[src/rtl/rpg_pkg.sv]
package rpg_pkg;
   localparam int unsigned TSEL_W = 2;
   typedef logic [TSEL_W-1:0] tsel_t;

   function automatic int unsigned max4(input int unsigned a, input int unsigned b,
                                        input int unsigned c, input int unsigned d);
      int unsigned m;
      m = a;
      if (b > m) m = b;
      if (c > m) m = c;
      if (d > m) m = d;
      return m;
   endfunction
endpackage

[src/rtl/rpg_sync.sv]
module rpg_sync #(
   parameter int unsigned STAGES = 2
) (
   input  logic clk,
   input  logic rst_n,
   input  logic din,
   output logic dout
);
   generate
      if (STAGES < 2) begin : g_bad
         $error("rpg_sync: STAGES must be at least 2");
      end
   endgenerate

   logic [STAGES-1:0] chain_q;

   always_ff @(posedge clk or negedge rst_n) begin
      if (!rst_n) chain_q <= '0;
      else        chain_q <= {chain_q[STAGES-2:0], din};
   end

   assign dout = chain_q[STAGES-1];
endmodule

[src/rtl/rpg_stretch.sv]
module rpg_stretch
   import rpg_pkg::*;
#(
   parameter int unsigned STRETCH0 = 100,
   parameter int unsigned STRETCH1 = 1000,
   parameter int unsigned STRETCH2 = 10000,
   parameter int unsigned STRETCH3 = 100000
) (
   input  logic  clk,
   input  logic  rst_n,
   input  logic  hold_i,
   input  tsel_t tsel_i,
   output logic  busy_o
);
   localparam int unsigned MAXC = max4(STRETCH0, STRETCH1, STRETCH2, STRETCH3);
   localparam int unsigned CW   = $clog2(MAXC + 1);

   generate
      if (STRETCH0 < 1 || STRETCH1 < 1 || STRETCH2 < 1 || STRETCH3 < 1) begin : g_bad
         $error("rpg_stretch: every stretch length must be at least 1");
      end
   endgenerate

   logic [CW-1:0] cnt_q;
   logic [CW-1:0] lim_m1;
   logic          busy_q;

   always_comb begin
      unique case (tsel_i)
         2'b00:   lim_m1 = CW'(STRETCH0 - 1);
         2'b01:   lim_m1 = CW'(STRETCH1 - 1);
         2'b10:   lim_m1 = CW'(STRETCH2 - 1);
         default: lim_m1 = CW'(STRETCH3 - 1);
      endcase
   end

   always_ff @(posedge clk or negedge rst_n) begin
      if (!rst_n) begin
         busy_q <= 1'b1;
         cnt_q  <= '0;
      end else if (hold_i) begin
         busy_q <= 1'b1;
         cnt_q  <= '0;
      end else if (busy_q) begin
         if (cnt_q >= lim_m1) begin
            busy_q <= 1'b0;
            cnt_q  <= '0;
         end else begin
            cnt_q <= cnt_q + 1'b1;
         end
      end
   end

   assign busy_o = busy_q;

   // a live request always leaves the output asserted.
   assert_hold_sets_R2: assert property (@(posedge clk) disable iff (!rst_n)
      hold_i |=> busy_q);
   // the output only releases after a quiet cycle.
   assert_fall_needs_quiet_R3: assert property (@(posedge clk) disable iff (!rst_n)
      $fell(busy_q) |-> !$past(hold_i));
   // a stretch that has not reached its limit keeps going.
   assert_stretch_holds_R5: assert property (@(posedge clk) disable iff (!rst_n)
      (busy_q && !hold_i && cnt_q < lim_m1) |=> busy_q);
   // the counter never runs past the longest setting.
   assert_no_overflow_R6: assert property (@(posedge clk) disable iff (!rst_n)
      cnt_q < CW'(MAXC));
endmodule

[src/rtl/rpg_status.sv]
module rpg_status #(
   parameter int unsigned AUX_N = 2
) (
   input  logic             clk,
   input  logic             rst_n,
   input  logic [AUX_N-1:0] aux_i,
   output logic [AUX_N-1:0] stat_o
);
   generate
      if (AUX_N < 1) begin : g_bad
         $error("rpg_status: AUX_N must be at least 1");
      end
   endgenerate

   logic [AUX_N-1:0] stat_q;

   generate
      for (genvar i = 0; i < AUX_N; i++) begin : g_bit
         always_ff @(posedge clk or negedge rst_n) begin
            if (!rst_n) stat_q[i] <= 1'b0;
            else        stat_q[i] <= aux_i[i];
         end
      end
   endgenerate

   assign stat_o = stat_q;

   // the status bits reflect the flags of the previous edge.
   assert_stat_follows_R8: assert property (@(posedge clk) disable iff (!rst_n)
      rst_n |=> stat_q == $past(aux_i));
endmodule

[src/rtl/rst_pulse_gen.sv]
module rst_pulse_gen
   import rpg_pkg::*;
#(
   parameter int unsigned AUX_N       = 2,
   parameter int unsigned SYNC_STAGES = 2,
   parameter int unsigned STRETCH0    = 100,
   parameter int unsigned STRETCH1    = 1000,
   parameter int unsigned STRETCH2    = 10000,
   parameter int unsigned STRETCH3    = 100000
) (
   input  logic             clk,
   input  logic             rst_n,
   input  logic             supply_low_i,
   input  logic             man_rst_i,
   input  logic [1:0]       tsel_i,
   input  logic [AUX_N-1:0] aux_i,
   output logic             rst_o,
   output logic [AUX_N-1:0] aux_o,
   output logic [AUX_N-1:0] stat_o
);
   logic sup_s;
   logic man_s;
   logic hold;

   rpg_sync #(.STAGES(SYNC_STAGES)) u_sync_sup (
      .clk(clk), .rst_n(rst_n), .din(supply_low_i), .dout(sup_s));

   rpg_sync #(.STAGES(SYNC_STAGES)) u_sync_man (
      .clk(clk), .rst_n(rst_n), .din(man_rst_i), .dout(man_s));

   assign hold = sup_s | man_s;

   rpg_stretch #(
      .STRETCH0(STRETCH0), .STRETCH1(STRETCH1),
      .STRETCH2(STRETCH2), .STRETCH3(STRETCH3)
   ) u_stretch (
      .clk(clk), .rst_n(rst_n), .hold_i(hold), .tsel_i(tsel_t'(tsel_i)), .busy_o(rst_o));

   rpg_status #(.AUX_N(AUX_N)) u_status (
      .clk(clk), .rst_n(rst_n), .aux_i(aux_i), .stat_o(stat_o));

   assign aux_o = aux_i;

   // a synchronized manual request keeps the reset output high.
   assert_man_forces_R4: assert property (@(posedge clk) disable iff (!rst_n)
      man_s |=> rst_o);
endmodule

[config.mk]
export PLATFORM = sky130hd
export DESIGN_NAME = rst_pulse_gen
export DESIGN_NICKNAME = d
export VERILOG_FILES = /design/src/rtl/rpg_pkg.sv /design/src/rtl/rpg_sync.sv /design/src/rtl/rpg_stretch.sv /design/src/rtl/rpg_status.sv /design/src/rtl/rst_pulse_gen.sv
export SDC_FILE = /design/constraint.sdc
export NUM_CORES = 1
export LEC_CHECK = 0
export ABC_CLOCK_PERIOD_IN_PS = 2080
export BUFFER_PORTS_ARGS = -buffer_cell sky130_fd_sc_hd__buf_2
export CAP_MARGIN = 25
export CORE_MARGIN = 4
export CORE_UTILIZATION = 45
export CTS_CLUSTER_DIAMETER = 60
export DETAILED_ROUTE_END_ITERATION = 10
export PLACE_DENSITY = 0.65
export SLEW_MARGIN = 20
export SYNTH_ARGS = -nofsm -noshare
export SYNTH_HDL_FRONTEND = slang
export SYNTH_SLANG_ARGS = --single-unit
[constraint.sdc]
create_clock -name clk -period 2.08 [get_ports clk]
set_input_delay 0.104 -clock clk [delete_from_list [all_inputs] [get_ports clk]]
set_output_delay 0.104 -clock clk [all_outputs]
set_load 0.01 [all_outputs]
# [After elaboration in Yosys (flattened, before gate mapping)]
# Cells that the tools add are included.
[word_totals] regBits=24 latch_bits=0 mem_bits_rw=0 rom_bits=0 in_bits=8 out_inout_bits=5 wordCells=20 mem_count=0
[op_classes] add_sub_neg=1 multipliers=0 n_div=0 magnitude_cmp=1 eq_ne=2 n_shift=0 muxes=7 bitwise_logic=1 reduce_logical=2
[op_table] op="17-bit two-way mux" count=3
[op_table] op="17-bit case mux with 3 select lines" count=1
[op_table] op="17-bit by 1-bit adder with 17-bit output, second input constant" count=1
[op_table] op="17-bit greater-or-equal comparator" count=1
[op_table] op="1-bit two-way mux" count=3
[op_table] op="2-bit by 1-bit == test with 1-bit output, second input constant" count=1
[op_table] op="2-bit == test, second input constant" count=1
[op_table] op="2-bit zero test" count=1
[op_table] op="2-bit nonzero test" count=1
[op_table] op="1-bit OR" count=1

# [Depth between registers and ports, before layout]
[logic_depth] word_depth=6 depth_mapped=12

# [By module]
# A second synthesis with hierarchy kept.
[unflattened] hier_cells=181 hier_area_um2=1691.6
[by_module_without_submodules] mod="rpg_stretch" instances=1 cells_each=172 area_each_um2=1520.2
[by_module_without_submodules] mod="rpg_sync" instances=2 cells_each=2 area_each_um2=50.0
[by_module_without_submodules] mod="rpg_status" instances=1 cells_each=2 area_each_um2=50.0
[by_module_without_submodules] mod="rst_pulse_gen" instances=1 cells_each=3 area_each_um2=21.3

# [Least setup slack after synthesis]
# OpenSTA, ideal clock, no wires.
[synth_path] path_kind="flip-flop to flip-flop" from="register u_stretch.cnt_q[3]" to="register u_stretch.cnt_q[10]" arrival_time_ns=1.912 slack_ns=0.047 stages_incl_launch_ff=9 n_path_buf=1 path_cell_list="dfrtp_1 -> ha_1 -> o21a_1 -> o2bb2ai_1 -> a2111oi_0 -> and4bb_4 -> buf_6 -> a31o_1 -> a22o_1"
[synth_via] elab_chain_cells=4 word_cells_on_any_way=5 cone_classes="add/sub: 1; order compare: 1; mux: 3"
[synth_lines] element="from (decl)" line_no="rpg_stretch.sv:24" rtl="logic [CW-1:0] cnt_q;"
[synth_lines] element="from (signal assigned)" line_no="rpg_stretch.sv:49" rtl="cnt_q <= cnt_q + 1'b1;"
[synth_lines] element="17-bit by 1-bit adder with 17-bit output / 17-bit greater-or-equal comparator (equally long branches)" line_no="rpg_stretch.sv:49, rpg_stretch.sv:45"
[synth_lines] element="17-bit two-way mux (*)" line_no="rpg_stretch.sv:45" rtl="if (cnt_q >= lim_m1) begin"
[synth_lines] element="17-bit two-way mux (*)" line_no="rpg_stretch.sv:44" rtl="end else if (busy_q) begin"
[synth_lines] element="17-bit two-way mux (*)" line_no="rpg_stretch.sv:41" rtl="end else if (hold_i) begin"
# Mark *: on every way between the ends. The rest lies on a longest branch, timed or not. The select of a mux whose other input is x is not followed.
# A chain may end at the register's enable or synchronous reset.

# [Final worst setup path]
[layout_path] from="register u_stretch.cnt_q[8]" to="register u_stretch.cnt_q[1]"
[layout_via] elab_chain_cells=4
[layout_lines] element="17-bit greater-or-equal comparator" line_no="rpg_stretch.sv:45"
[layout_lines] element="17-bit two-way mux" line_no="rpg_stretch.sv:45"
[layout_lines] element="17-bit two-way mux" line_no="rpg_stretch.sv:44"
[layout_lines] element="17-bit two-way mux" line_no="rpg_stretch.sv:41"
# Every way passes these cells. The select of a mux whose other input is x is not followed.

==> flow_summary_export.csv <==
group,metric,value,unit
outcome,violations,"negative setup slack",
sta,period_share,102,%
worst_setup_path,crit_buf_inv,0,
logic_synthesis,synth_top_family_by_area,"simple AND/OR/NAND/NOR gates",
sta,timing.final.ws_setup,-0.0484,ns
sta,max_freq,470,MHz
sta,rsz0062_at_grt,"true",
route,dr.pass1.iters,5,
logic_synthesis,synthesis.area,1550,um2
hold_path,holdCritPathClass,"input pin to async pin",
worst_setup_path,crit_path_max_fanout,6,
logic_synthesis,syn_inst,168,
global_routing,antenna_found_initial,0,
worst_setup_path,end_kind,"flip-flop",
sta,worst_slew_pin_slew,1.08,ns
worst_setup_path,crit_type,"flip-flop to flip-flop",
route,dr_total_vias,1536,
logic_synthesis,synth_cell_type_count,33,
cts,cts.sinks,24,
route,ant_nets,0,
outcome,status,"complete, but fails checks",
power,powerDensity,429,nW/um2
global_routing,met2_usage,32.3,%
run,cap_violations,0,
final_layout,fin_area,2190,um2
global_routing,use_met3,2.53,%
worst_setup_path,required,2.31,ns
global_routing,grt_use_met1,26.6,%
global_routing,grt_most_used_layer,"met2",
placement,place_area,1850,um2
logic_synthesis,synth-simple-area-share,24.3,%
global_routing,grt_pass1_wl,6730,um
logic_synthesis,syn_nets,193,
route,drtIter0Drc,101,
placement,dpl.hpwl,2930,um
power,leakage,0.948,nW
logic_synthesis,synth_xor_area_share,0,%
route,drc,0,
global_routing,grt_usage,20.2,%
worst_setup_path,cp-start-kind,"flip-flop",
cts,cts_tree,"done",
global_routing,grt_pass1_vias,1505,
sta,period_minus_slack,2.13,ns
floorplanning,core_area,3340,um2
floorplanning,fp.dieW,66.7,um
power,irDropWorstVdd,327,uV
sta,finalHoldViolCount,0,
cts,clk_pin_slew_worst_paths,0.14,ns
final_layout,layout-drive-gt1-share,36.1,%
cts,h-tree-depth,1,
global_routing,overflow,0,
logic_synthesis,syn_area_per_cell,9.23,um2
route,viasPerCell,5.86,
worst_setup_path,cp_slowest_stage_delay,0.45,ns
global_routing,grt_max_degree,25,
worst_setup_path,worstPathArrival,2.35,ns
final_layout,final-seq-area,603,um2
cts,clock_path_buffers,2,
sta,holdWs,0.268,ns
final_layout,num_antenna_cells,0,
placement,dp_slack,-0.284,ns
floorplanning,std_cell_rows,21,
cts,cts_buffers,3,
worst_setup_path,crit_chain,"ha_4, nand4_1, nor4_2, o221ai_1, and4bb_4, and3_4, a22o_1",
worst_setup_path,worst_path_dominant_cell_family,"simple AND/OR/NAND/NOR gates",
logic_synthesis,synth-compound-area-share,14.9,%
floorplanning,ios,13,
logic_synthesis,ys_warn_count,0,
floorplanning,die_h,66.7,um
logic_synthesis,yosysSeqAreaShare,38.8,%
floorplanning,initial_core_util,46.5,%
final_layout,syn2layout_area_growth,41.2,%
sta,setup-tns-final,-0.212,ns
sta,setup_viol,10,
cts,clock_latency,0.32,ns
worst_setup_path,r2r_setup_slack,-0.05,ns
floorplanning,dieArea,4450,um2
placement,port_buffers,12,
final_layout,nFillCells,275,
logic_synthesis,muxShareOfSynthArea,1.94,%
sta,skew,0.00124,ns
final_layout,final_core_util,65.6,%
placement,place.gp.congestion,0.907,
cts,cts-root-buf,"clkbuf_4",
final_layout,nNetsFinal,242,
logic_synthesis,synth_seq_cells,24,
logic_synthesis,synth-adder-area-share,13.7,%
final_layout,multi_input_area,1030,um2
route,drt-wirelength-per-cell,16.5,um
route,wl,4320,um
sta,slew_viol_final,0,
worst_setup_path,cp_slowest_cell,"dfrtp_1",
sta,slew_headroom,27.8,%
[cell usage after synthesis]
library cell | number | area [um2]
o21ai_0 | 2 | 10.0
buf_4 | 2 | 15.0
inv_1 | 10 | 37.5
a22o_1 | 3 | 26.3
a2111oi_0 | 1 | 8.76
and2_1 | 1 | 6.26
mux2i_1 | 3 | 30.0
o21a_1 | 1 | 7.51
dfrtp_1 | 23 | 576
o22ai_1 | 1 | 6.26
or2_2 | 4 | 25.0
o221ai_1 | 2 | 17.5
a21oi_1 | 4 | 20.0
nand4_1 | 14 | 87.6
a31oi_1 | 6 | 37.5
o311ai_0 | 8 | 70.1
nand4b_1 | 1 | 8.76
and3_1 | 2 | 12.5
a31o_1 | 2 | 17.5
nor2_1 | 10 | 37.5
o2bb2ai_1 | 1 | 8.76
nand3_1 | 10 | 50.1
and4bb_4 | 1 | 16.3
nor3_1 | 3 | 15.0
buf_2 | 4 | 20.0
or2_0 | 1 | 6.26
dfstp_2 | 1 | 26.3
nand2_1 | 23 | 86.3
ha_1 | 17 | 213
or3_1 | 1 | 6.26
buf_6 | 2 | 22.5
clkbuf_1 | 1 | 3.75
nor4_1 | 3 | 18.8
[kinds of logic (layout without fill, tap and decap cells)]
| logic type | count (synthesis) | after routing |
|---|---|---|
| AO/OA/AOI/OAI | 31 | 31 |
| adder cells (fa/ha/maj) | 17 | 17 |
| buffers and inverters | 19 | 67 |
| flip-flops | 24 | 24 |
| multiplexers | 3 | 3 |
| AND/OR/NAND/NOR | 74 | 74 |
[where the power goes]
part	leakage [nW]	internal [W]	total (W)	switching, W
clock network	0.0279	0.000195	0.000344	0.000149
registers	0.315	0.000474	0.000479	0.00000445
logic	0.605	0.0000557	0.000117	0.0000610
total	0.948	0.000725	0.000939	0.000214
[state kept, by name, indices dropped and copies added (netlist names)]
| signal | count |
|---|---|
| u_status.stat_o | 2 |
| u_stretch.busy_o | 1 |
| u_sync_sup.chain_q | 2 |
| u_sync_man.chain_q | 2 |
| u_stretch.cnt_q | 17 |
[repair_timing]
item | in CTS | in global routing
buffers inserted | 2 | 3
endpoints found under the hold margin | 27 | 0
gates resized for setup | 15 | 19
setup endpoints to repair | 17 | 17
pin swaps | 6 | 17
hold buffers | 5 | 0
[area by class of cell]
type	count	area share, %
Sequential cell	24	27.5
Tap cell	46	2.63
Multi-Input combinational cell	125	47.3
Timing Repair Buffer	53	18.5
Inverter	10	1.71
Clock inverter	1	1.37
Clock buffer	3	1.03
[per-stage QoR]
step	cells	power, W
2_1_floorplan	168	0.000532
3_5_place_dp	248	0.000577
3_3_place_gp	248	0.000572
6_report	262	0.000939
4_1_cts	259	0.000929
5_1_grt	262	0.000985
[final timing paths]
path                                                 start                               to  cells past startpoint
min in group clk           u_sync_man.chain_q[0]$_DFF_PN0_  u_sync_man.chain_q[1]$_DFF_PN0_                      0
max in group asynchronous                            rst_n   u_stretch.cnt_q[5]$_DFFE_PN0P_                      2
min                                                  rst_n   u_stretch.cnt_q[9]$_DFFE_PN0P_                      2
max reg2reg                 u_stretch.cnt_q[8]$_DFFE_PN0P_   u_stretch.cnt_q[1]$_DFFE_PN0P_                      7
max                         u_stretch.cnt_q[8]$_DFFE_PN0P_   u_stretch.cnt_q[1]$_DFFE_PN0P_                      7
min reg2reg                u_sync_man.chain_q[0]$_DFF_PN0_  u_sync_man.chain_q[1]$_DFF_PN0_                      0
[placed cells by master, fill, tap and decap left out, types with 2 or more instances in the layout]
cell type | netlist | routed
a21oi_1 | 4 | 4
a22o_1 | 3 | 3
a31o_1 | 2 | 2
a31oi_1 | 6 | 2
a31oi_4 | 0 | 3
buf_2 | 4 | 12
buf_4 | 2 | 32
buf_6 | 2 | 3
clkbuf_4 | 0 | 3
dfrtp_1 | 23 | 22
dlygate4sd3_1 | 0 | 5
ha_1 | 17 | 12
ha_4 | 0 | 5
inv_1 | 10 | 10
mux2i_1 | 3 | 3
nand2_1 | 23 | 22
nand3_1 | 10 | 10
nand4_1 | 14 | 14
nor2_1 | 10 | 10
nor3_1 | 3 | 3
nor4_2 | 0 | 2
o21ai_0 | 2 | 2
o311ai_1 | 0 | 6
o311ai_2 | 0 | 2
or2_2 | 4 | 4
[routing by layer]
layer / up-vias / routed length [um] / part of all wire (%)
li1: 723 / - / -
met1: 743 / 1800 / 42
met2: 60 / 2180 / 50
met3: 10 / 237 / 5.5
met4: 0 / 108 / 2.5
met5: - / 0 / 0
Note: power is estimated with default switching activity, not from simulation.
